<file path="src/rtl/i2s_balanced_split.sv">
module i2s_balanced_split #(
  parameter int SAMPLE_W = 16,
  parameter int CNT_W    = 7
) (
  input  logic bclk,
  input  logic rst_n,
  input  logic wide_slot_i,
  input  logic exact_neg_i,
  input  logic ws_i,
  input  logic sd_i,
  output logic ws_o,
  output logic sda_o,
  output logic sdb_o
);
  localparam int WIDE_W  = 2 * SAMPLE_W;
  localparam int FRAME_W = 2 * WIDE_W;
  localparam logic [SAMPLE_W-1:0] MIN_CODE = {1'b1, {(SAMPLE_W-1){1'b0}}};
  localparam logic [SAMPLE_W-1:0] MAX_CODE = ~MIN_CODE;
  localparam logic [CNT_W-1:0]    CNT_TOP  = '1;

  logic                ws_q, ws_d2;
  logic [CNT_W-1:0]    cnt_q;
  logic [SAMPLE_W-1:0] shin, left_cap, right_cap;
  logic [FRAME_W-1:0]  sh_a, sh_b;
  logic                sda_pre, sdb_pre;

  function automatic logic [SAMPLE_W-1:0] invert(input logic [SAMPLE_W-1:0] x, input logic exact);
    if (!exact)             return ~x;
    else if (x == MIN_CODE) return MAX_CODE;
    else                    return SAMPLE_W'(~x + 1'b1);
  endfunction

  function automatic logic [WIDE_W-1:0] widen(input logic [SAMPLE_W-1:0] v);
    return {v, {SAMPLE_W{v[SAMPLE_W-1]}}};
  endfunction

  function automatic logic [FRAME_W-1:0] pack(input logic [SAMPLE_W-1:0] p, input logic wide, input logic exact);
    logic [SAMPLE_W-1:0] n;
    n = invert(p, exact);
    if (wide) return {widen(p), widen(n)};
    else      return {p, n, {WIDE_W{1'b0}}};
  endfunction

  wire                ws_edge   = ws_i ^ ws_q;
  wire [CNT_W-1:0]    idx       = ws_edge ? '0 : cnt_q;
  wire [SAMPLE_W-1:0] word_in   = {shin[SAMPLE_W-2:0], sd_i};
  wire                word_done = (cnt_q == CNT_W'(SAMPLE_W));
  wire                load      = !ws_edge && !ws_q && (cnt_q == CNT_W'(1));

  always_ff @(posedge bclk) begin
    ws_q  <= ws_i;
    ws_d2 <= ws_q;
  end

  always_ff @(posedge bclk) begin
    if (!rst_n) begin
      cnt_q     <= CNT_TOP;
      shin      <= '0;
      left_cap  <= '0;
      right_cap <= '0;
      sh_a      <= '0;
      sh_b      <= '0;
      sda_pre   <= 1'b0;
      sdb_pre   <= 1'b0;
    end else begin
      cnt_q <= (idx == CNT_TOP) ? CNT_TOP : idx + 1'b1;
      shin  <= word_in;
      if (word_done) begin
        if (ws_q) right_cap <= word_in;
        else      left_cap  <= word_in;
      end
      sda_pre <= sh_a[FRAME_W-1];
      sdb_pre <= sh_b[FRAME_W-1];
      if (load) begin
        sh_a <= pack(left_cap,  wide_slot_i, exact_neg_i);
        sh_b <= pack(right_cap, wide_slot_i, exact_neg_i);
      end else begin
        sh_a <= sh_a << 1;
        sh_b <= sh_b << 1;
      end
    end
  end

  always_ff @(negedge bclk) begin
    ws_o  <= ws_d2;
    sda_o <= sda_pre;
    sdb_o <= sdb_pre;
  end

  wire [SAMPLE_W-1:0] neg_a = wide_slot_i ? sh_a[WIDE_W-1 -: SAMPLE_W] : sh_a[FRAME_W-SAMPLE_W-1 -: SAMPLE_W];

  p_ws_delay_r7: assert property (@(posedge bclk) disable iff (!rst_n)
    ws_o == $past(ws_i, 2));

  p_pos_copy_r1: assert property (@(posedge bclk) disable iff (!rst_n)
    load |=> (sh_a[FRAME_W-1 -: SAMPLE_W] == $past(left_cap)) && (sh_b[FRAME_W-1 -: SAMPLE_W] == $past(right_cap)));

  p_bitwise_r2: assert property (@(posedge bclk) disable iff (!rst_n)
    (load && !exact_neg_i) |=> neg_a == ~$past(left_cap));

  p_exact_sum_r3: assert property (@(posedge bclk) disable iff (!rst_n)
    (load && exact_neg_i && left_cap != MIN_CODE) |=> SAMPLE_W'(neg_a + sh_a[FRAME_W-1 -: SAMPLE_W]) == '0);

  p_saturate_r4: assert property (@(posedge bclk) disable iff (!rst_n)
    (load && exact_neg_i && left_cap == MIN_CODE) |=> neg_a == MAX_CODE);

  p_sign_fill_r5: assert property (@(posedge bclk) disable iff (!rst_n)
    (load && wide_slot_i) |=> sh_a[FRAME_W-SAMPLE_W-1 -: SAMPLE_W] == {SAMPLE_W{sh_a[FRAME_W-1]}});

  p_quiet_reset_r9: assert property (@(posedge bclk)
    $past(!rst_n) && !rst_n |-> !sda_pre && !sdb_pre);
endmodule

</file>
<file path="config.mk">
export PLATFORM = sky130hd
export DESIGN_NAME = i2s_balanced_split
export DESIGN_NICKNAME = d
export VERILOG_FILES = /design/src/rtl/i2s_balanced_split.sv
export SDC_FILE = /design/constraint.sdc
export NUM_CORES = 1
export LEC_CHECK = 0
export BUFFER_PORTS_ARGS = -buffer_cell sky130_fd_sc_hd__buf_2
export CAP_MARGIN = 20
export CORE_UTILIZATION = 50
export CTS_CLUSTER_DIAMETER = 60
export DETAILED_ROUTE_END_ITERATION = 10
export PLACE_DENSITY = 0.65
export SYNTH_ARGS = -nofsm -noshare
export SYNTH_HDL_FRONTEND = slang
export SYNTH_SLANG_ARGS = --single-unit
</file>
<file path="constraint.sdc">
create_clock -name bclk -period 5.5 [get_ports bclk]
set_clock_uncertainty 0.1 [all_clocks]
set_input_delay 0.825 -clock bclk [delete_from_list [all_inputs] [get_ports bclk]]
set_output_delay 0.825 -clock bclk [all_outputs]
set_load 0.1 [all_outputs]
</file>
==> summary.txt, run 1 <==
Outcome
  – Status: completed

Worst setup path
  – Worst Path Required: 4580 ps
  – Worst path bufs/invs: 1
  – Arrival time at the worst endpoint: roughly 4000 ps
  – Top delay family on crit path: buffers and inverters
  – Crit path capture type: output port
  – Crit-path slowest cell: buf_2
  – Crit-path max FO: 1
  – Kind of critical path: reg -> out
  – CP Cell Sequence: buf_2
  – Crit path launch type: flop
  – CP max stage delay: 420 ps

CTS
  – Clk slew on worst S/H paths: about 70 ps
  – Post CTS Setup Buffer Count: 0
  – Clock Sinks: 189
  – Clk_lat worst skew: 430 ps
  – H-tree levels: 4
  – Hold buffers post-CTS: 0
  – PostCTS Resize Cnt: 0
  – Root buf cell: clkbuf_16
  – Clock buffer depth: 2
  – Num CTS Buffers: 17
  – CTS tree: yes

Placed design
  – Port Buffer Count: 8
  – Hpwl dp: ~10 mm
  – Area post-placement: between 0.007 and 0.008 sq mm
  – Placer Congestion: ~0.85

Power
  – VDD IR-drop max: 0.219 mV
  – Power per Cell Area: 332 mW/mm^2
  – Leakage: 3.29 nW
  – Pwr Total: 2.67 mW

STA
  – RSZ-0062 raised after global routing: no
  – Final setup fails: 0
  – Slew @ Worst Pin: roughly 1000 ps
  – Setup TNS: 0 ps
  – Final hold slack: 269 ps
  – Slew Limit Fails: 0
  – Final hold violations: 0
  – Slew margin rel.: 0.303

Route
  – Routed via count: 5202
  – Pre-antenna DRT Iters: 5
  – Number of DRC markers in iteration 0: roughly 370
  – Via/cell ratio: between 5 and 6
  – Antenna viol nets, final: 0
  – Routed wire length per instance: roughly 17 um
  – Routed wire length: approximately 16 mm
  – Detailed-route DRC error count: 0

Global route
  – Initial antenna violation count: 0
  – Vias in the first global route: ~5000
  – First-pass GRT wire length: ~26 mm
  – All-Layer GR Usage: 0.221
  – GR Overflow Total: 0
  – Largest net degree at the start of global routing: 67

Synth
  – Synth Cell Area: 0.00745 sq mm
  – Syn nets: between 700 and 800
  – Post-synth top area cell: dfxtp_1
  – Seq/Total Area, Yosys: 0.508
  – Top FF cell, synth: dfxtp_1
  – #FFs+latches synth: around 190
  – Syn Inst Count: around 760
  – Synth top area share: 0.508
  – Yosys cell types: 73
  – Most frequent cell after synthesis: dfxtp_1
  – Synth cell count leaders: dfxtp_1 (189), nand2_1 (104), clkbuf_1 (40)
  – Avg Inst Size Synth: 9.87 sq um
  – Yosys warning count: 0
  – Top post-synthesis cells by area: dfxtp_1 (51%), nand2_1 (5.2%), mux2i_1 (4.8%)
  – EDFF count, synth: 0
  – Synth async-reset ratio: 0

Cells and area
  – Area grow syn2layout: 7.79%
  – Share of layout cells above drive strength 1: 0.118
  – # fillers: around 1300
  – Final #Nets: 742
  – Fin area: 0.00803 sq mm
  – Antenna diode count: 0

Die
  – Io pins: 9
  – Core ar.: 0.0145 sq mm
  – Die area: between 0.015 and 0.02 sq mm
  – Rows: 44
  – Die width: approximately 120 um
  – Initial Util: 0.512
  – Die height: ~120 um

Job
  – Maximum Capacitance Violations: 0

Hold path
  – HP Class: reg -> reg
## power breakdown
group	internal, mW	switching, mW
Combinational	0.0360	0.0593
Clock	0.635	0.548
Sequential	1.38	0.0103
## registers in the layout, indices dropped and copies added (netlist names)
| name | count |
|---|---|
| ws_q | 1 |
| sdb_o | 1 |
| sda_pre | 1 |
| shin | 15 |
| sh_a | 64 |
| ws_o | 1 |
| sh_b | 64 |
| ws_d2 | 1 |
| sda_o | 1 |
| right_cap | 16 |
| cnt_q | 7 |
| sdb_pre | 1 |
| left_cap | 16 |
## cells by family after synthesis
| family | Yosys count | synth area share |
|---|---|---|
| simple gates | 280 | 0.201 |
| xor+xnor | 21 | 0.0247 |
| mux | 36 | 0.0484 |
| buf+inv | 65 | 0.0435 |
| compound gates | 160 | 0.167 |
| flops | 189 | 0.508 |
| fa+ha+maj | 4 | 0.00672 |
## final timing paths
kind	depth (start not counted)	slack [ps]	startpoint	to
max	1	660	sda_o	sda_o
min reg2reg	0	270	ws_q	ws_d2
max reg2reg	0	2260	sda_pre	sda_o
min	0	270	ws_q	ws_d2
## through the flow
stage,utilization,cells,setup WS (ps)
finish,0.552,929,663
global route,0.552,929,620
CTS,0.552,929,641
detailed placement,0.513,895,1120
global placement,0.513,895,1130
floorplan,-,755,916
## final cells by class
cell class | count | area [sq um] | share of cell area
Clock buffer | 18 | 429 | 0.0535
Clock inverter | 17 | 143 | 0.0178
Inverter | 8 | 30.0 | 0.00374
Multi-Input combinational cell | 501 | 3340 | 0.416
Sequential cell | 189 | 3780 | 0.471
Tap cell | 184 | 230 | 0.0287
Timing Repair Buffer | 12 | 70.1 | 0.00873
## metal layers
metal	track usage	vias to the layer above	wire (um)
met5	0	-	0
met4	0.0796	0	272
met3	0.0522	24	565
met2	0.347	100	7180
met1	0.295	2486	7670
li1	-	2592	-
## cell usage in the layout (no fill, tap or decap), types with 5 or more instances in the layout
cell type / count
nor2_1: 32
a22o_1: 6
o32ai_1: 5
nand2b_1: 6
o21a_1: 5
o221a_2: 10
a21oi_1: 9
nor3_1: 19
a21o_2: 17
nor4b_1: 6
nand3_1: 11
inv_6: 5
a221o_1: 9
o21ai_0: 23
nand2_1: 104
dfxtp_1: 189
a21boi_0: 33
nor2b_1: 36
a21o_1: 17
mux2i_1: 36
inv_1: 11
nand4_1: 7
nor4_1: 7
clkbuf_16: 17
xor2_1: 11
xnor2_1: 10
and2_1: 20
buf_2: 8
Note: power is estimated with default switching activity, not from simulation.
==> run 2, diff against run 1 <==
--- a/config.mk
+++ b/config.mk
@@ -10,7 +10,7 @@
 export CORE_UTILIZATION = 50
 export CTS_CLUSTER_DIAMETER = 60
 export DETAILED_ROUTE_END_ITERATION = 10
-export PLACE_DENSITY = 0.65
+export PLACE_DENSITY = 0.73
 export SYNTH_ARGS = -nofsm -noshare
 export SYNTH_HDL_FRONTEND = slang
 export SYNTH_SLANG_ARGS = --single-unit
==> run 2 against run 1 <==
Against the previous run:
- cell area is essentially flat
- clock-buffer cell count shrank 1
- register-to-register slack lost 90 ps
==> summary.txt, run 2 (synthesized netlist as in run 1, its figures left out) <==
Outcome
  – Status: completed

Worst setup path
  – CP Cell Sequence: buf_2
  – CP max stage delay: 410 ps
  – Critical Path Source: ws_o
  – Levels on crit path: 1
  – FF-to-FF End: sh_a[3]
  – Arrival time at the worst endpoint: ~3900 ps
  – Crit-path slowest cell: buf_2
  – Reg2Reg Depth: 7
  – Worst path bufs/invs: 1
  – Top delay family on crit path: buffers and inverters
  – Critical R2R Launch: ws_q
  – Kind of critical path: reg -> out
  – Crit path launch type: flop
  – Crit-path max FO: 1
  – Register-to-Register Setup Slack: roughly 2200 ps
  – CP endpoint: ws_o
  – Crit path capture type: output port
  – Worst Path Required: approximately 4600 ps

Global route
  – All-Layer GR Usage: 0.217
  – Largest net degree at the start of global routing: between 80 and 90
  – First-pass GRT wire length: roughly 26 mm
  – GR Overflow Total: 0
  – Vias in the first global route: 5002
  – Initial antenna violation count: 0

Route
  – Routed wire length: roughly 15 mm
  – Via/cell ratio: about 5.6
  – Antenna viol nets, final: 0
  – Pre-antenna DRT Iters: 4
  – Number of DRC markers in iteration 0: about 360
  – Routed via count: 5184
  – Routed wire length per instance: roughly 16 um
  – Detailed-route DRC error count: 0

Placed design
  – Hpwl dp: just over 10 mm
  – Area post-placement: ~0.0075 sq mm
  – Dpl ws: roughly 1100 ps
  – Placer Congestion: around 0.90
  – Port Buffer Count: 8

STA
  – Setup TNS: 0 ps
  – Final hold violations: 0
  – Slew Limit Fails: 0
  – Final worst setup slack: approximately 670 ps
  – Slew margin rel.: 0.337
  – Slew @ Worst Pin: a little under 1000 ps
  – RSZ-0062 raised after global routing: no
  – Final setup fails: 0

Cells and area
  – Area grow syn2layout: 7.76%
  – # fillers: between 1000 and 1500
  – Antenna diode count: 0
  – Share of layout cells above drive strength 1: 0.121
  – Fin area: approximately 0.008 sq mm
  – Final #Nets: 743
  – Commonest non-fill, non-tap cells in the layout: dfxtp_1 (189), nand2_1 (104), nor2b_1 (36), mux2i_1 (36), a21boi_0 (33)
  – Regs by FF count: sh_a (64), sh_b (64)
  – Commonest non-fill, non-tap cell in the layout: dfxtp_1

Die
  – Initial Util: 0.512
  – Rows: 44
  – Die area: 0.0154 sq mm
  – Die height: roughly 120 um
  – Die width: 124 um
  – Core ar.: roughly 0.015 sq mm
  – Io pins: 9

Power
  – Reg power frac: 0.532
  – VDD IR-drop max: about 0.22 mV
  – Clock power frac: 0.431
  – Power per Cell Area: roughly 320 mW/mm^2
  – Pwr Total: between 2 and 3 mW
  – Gate power share: 0.037
  – Internal: about 2.0 mW
  – Sw Share: 0.232
  – Leakage: about 3.3 nW
  – Sw Pwr: roughly 0.60 mW

CTS
  – Post CTS Setup Buffer Count: 0
  – PostCTS Resize Cnt: 0
  – H-tree levels: 4
  – Num CTS Buffers: 17
  – Hold buffers post-CTS: 0
  – CTS tree: yes
  – Root buf cell: clkbuf_16
  – Clk slew on worst S/H paths: about 70 ps
  – Clock Sinks: 189
  – Clk_lat worst skew: approximately 420 ps
  – Clock buffer depth: 2

Hold path
  – HP Class: reg -> reg

Job
  – Maximum Capacitance Violations: 0
==> run 2: how the worst min path moves through the flow <==
stage,cells past startpoint,from,to,slack [ps]
6_report,0,ws_q,ws_d2,280
5_1_grt,0,ws_q,ws_d2,290
4_1_cts,0,ws_q,ws_d2,280
3_5_place_dp,0,ws_q,ws_d2,270
3_3_place_gp,0,ws_q,ws_d2,260
2_1_floorplan,0,ws_q,ws_d2,250
==> run 2: area by class of cell <==
cell class,instances,area (sq um),area share
Sequential cell,189,3780,0.471
Timing Repair Buffer,13,90.1,0.0112
Clock inverter,18,124,0.0154
Clock buffer,17,425,0.0530
Inverter,8,30.0,0.00374
Tap cell,184,230,0.0287
Multi-Input combinational cell,501,3340,0.417
==> run 2: per-layer routing <==
layer | GRT usage | part of all wire
met5 | 0 | 0
met4 | 0.0714 | 0.018
met3 | 0.0531 | 0.036
met2 | 0.352 | 0.47
met1 | 0.283 | 0.48
==> run 2: per-stage QoR <==
step	cells	hold slack, ps	utilization
after floorplan	755	251	-
after global placement	895	260	0.513
after detailed placement	895	271	0.513
after CTS	929	281	0.551
after global routing	930	292	0.552
final	930	277	0.552
==> run 2: power groups by stage <==
stage	sequential (mW)	combinational, mW	clock, mW
after floorplan	1.42	0.0716	0.00454
after global placement	1.42	0.0907	0.00454
after detailed placement	1.42	0.0936	0.00454
after CTS	1.39	0.0943	1.15
after global routing	1.39	0.105	1.22
final	1.39	0.0964	1.12
==> run 3, diff against run 2 <==
==> constraint.sdc (replaced) <==
create_clock -name bclk -period 5.2 [get_ports bclk]
set_clock_uncertainty 0.1 [all_clocks]
set_input_delay 0.78 -clock bclk [delete_from_list [all_inputs] [get_ports bclk]]
set_output_delay 0.78 -clock bclk [all_outputs]
set_load 0.1 [all_outputs]
==> run 3 against run 2 <==
Against the previous run:
- worst setup slack worse by 150 ps
- die area stayed put
- sequential power is 6% higher
- highest routed layer unchanged
- power is 14% higher
- via count is 0.77% higher
- first-iteration DRC count is 7.8% higher
- flip-flop and latch count stayed put
- utilization is 0.59 points higher
- cell area is 1.1% higher
- final cell count is 0.22% lower
- largest cell class unchanged
- sequential share of layout area is 0.50 points lower
- register-to-register slack worse by 170 ps
==> summary.txt, run 3 (synthesized netlist as in run 1, its figures left out) <==
Route
  – Pre-antenna DRT Iters: 5
  – Routed via count: 5224
  – Antenna viol nets, final: 0
  – Routed wire length: 15.2 mm
  – Detailed-route DRC error count: 0
  – Number of DRC markers in iteration 0: around 390
  – Via/cell ratio: approximately 5.6
  – Routed wire length per instance: ~16 um

Placed design
  – Hpwl dp: roughly 10 mm
  – Placer Congestion: between 0.9 and 1
  – Dpl ws: 995 ps
  – Port Buffer Count: 8

Worst setup path
  – Critical R2R Launch: ws_q
  – Crit path launch type: flop
  – Crit path capture type: output port
  – Worst Path Required: ~4300 ps
  – Arrival time at the worst endpoint: around 3800 ps
  – Reg2Reg Depth: 7
  – Kind of critical path: reg -> out
  – Register-to-Register Setup Slack: 2000 ps
  – CP max stage delay: between 400 and 500 ps
  – Critical Path Source: sdb_o
  – CP Cell Sequence: buf_2
  – Top delay family on crit path: buffers and inverters
  – Crit-path slowest cell: buf_2
  – Crit-path max FO: 1
  – FF-to-FF End: sh_a[10]
  – Worst path bufs/invs: 1

Power
  – Internal: approximately 2.4 mW
  – Clock power frac: 0.472
  – Reg power frac: 0.494
  – Sw Share: 0.204
  – Sw Pwr: 0.606 mW
  – Pwr Total: about 3.0 mW
  – VDD IR-drop max: around 0.22 mV
  – Leakage: approximately 3.3 nW
  – Power per Cell Area: approximately 370 mW/mm^2
  – Gate power share: 0.033

Cells and area
  – Antenna diode count: 0
  – Commonest non-fill, non-tap cells in the layout: dfxtp_1 (189), nand2_1 (104), nor2b_1 (36), mux2i_1 (36), a21boi_0 (33)
  – Final #Nets: between 700 and 800
  – Commonest non-fill, non-tap cell in the layout: dfxtp_1
  – Area grow syn2layout: 8.92%
  – Share of layout cells above drive strength 1: 0.117
  – Regs by FF count: sh_a (64), sh_b (64)

Hold path
  – Hold Crit Endpoint: ws_d2
  – WHS Path Cells: 0
  – Worst Hold Launch: ws_q
  – HP Class: reg -> reg

Global route
  – Largest net degree at the start of global routing: 76
  – Initial antenna violation count: 0
  – First-pass GRT wire length: about 25 mm
  – Vias in the first global route: between 4000 and 5000
  – GR Overflow Total: 0
  – All-Layer GR Usage: 0.212

Die
  – Die height: 124 um
  – Die area: between 0.015 and 0.02 sq mm
  – Die width: around 120 um
  – Initial Util: 0.512
  – Io pins: 9
  – Rows: 44
  – Core ar.: roughly 0.015 sq mm

STA
  – Slew @ Worst Pin: approximately 1000 ps
  – Final hold violations: 0
  – Slew Limit Fails: 0
  – Slew margin rel.: 0.318
  – RSZ-0062 raised after global routing: no
  – Final setup fails: 0
  – Final worst setup slack: ~520 ps
  – Setup TNS: 0 ps

CTS
  – Hold buffers post-CTS: 0
  – Root buf cell: clkbuf_16
  – Clock Sinks: about 190
  – Post CTS Setup Buffer Count: 0
  – PostCTS Resize Cnt: 0
  – H-tree levels: 4
  – CTS tree: yes
  – Clock buffer depth: 2
  – Clk_lat worst skew: ~430 ps
  – Clk slew on worst S/H paths: 60 ps
  – Num CTS Buffers: 17

Job
  – Maximum Capacitance Violations: 0

Outcome
  – Status: completed
[run 3: changes by cell type in the layout (fill, tap and decap cells not counted), moves of 2 or more]
cell	delta
bufinv_16	+4
clkbuf_8	+3
clkinv_4	-2
inv_6	-6
[run 3: worst reg2reg max path, stage by stage, from the launching register on]
cell and delay [ps]:
dfxtp_1 320, inv_1 60, ha_1 130, nor4b_1 720, and2_2 560, nand3_1 410, a211oi_4 660, a21o_2 180
[run 3: metal layers]
layer | track usage | routed length, um
met1 | 0.273 | 7030
met3 | 0.0412 | 592
met2 | 0.341 | 7220
met4 | 0.0975 | 307
met5 | 0 | 0
[run 3: through the flow]
stage | instance area, sq um | hold slack [ps] | util | std cells
floorplan | 7450 | 251 | - | 755
global placement | 7450 | 260 | 0.513 | 894
detailed placement | 7450 | 261 | 0.513 | 894
CTS | 8110 | 271 | 0.558 | 928
finish | 8110 | 270 | 0.558 | 928
global route | 8110 | 285 | 0.558 | 928
[run 3: worst max-delay path by stage]
stage / endpoint / slack (ps) / depth (start not counted)
detailed placement: sdb_o / 1000 / 1
floorplan: sda_o / 810 / 0
finish: sdb_o / 520 / 1
global route: sda_o / 510 / 1
global placement: ws_o / 1020 / 1
CTS: sdb_o / 530 / 1
[run 3: layout make-up]
cell class	count	area, sq um
fillers	1280	6420
flip-flops and latches	189	3780
multi-input cells	501	3340
clock buffers	22	495
well taps	184	230
clock inverters	13	168
repair buffers	11	62.6
inverters	8	30.0
[run 3: power groups by stage]
stage | Clock [mW] | Combinational, mW | Sequential, mW
3_5_place_dp | 0.00480 | 0.0985 | 1.50
5_1_grt | 1.49 | 0.110 | 1.47
3_3_place_gp | 0.00480 | 0.0954 | 1.50
6_report | 1.40 | 0.0996 | 1.47
4_1_cts | 1.43 | 0.0993 | 1.47
2_1_floorplan | 0.00480 | 0.0757 | 1.50
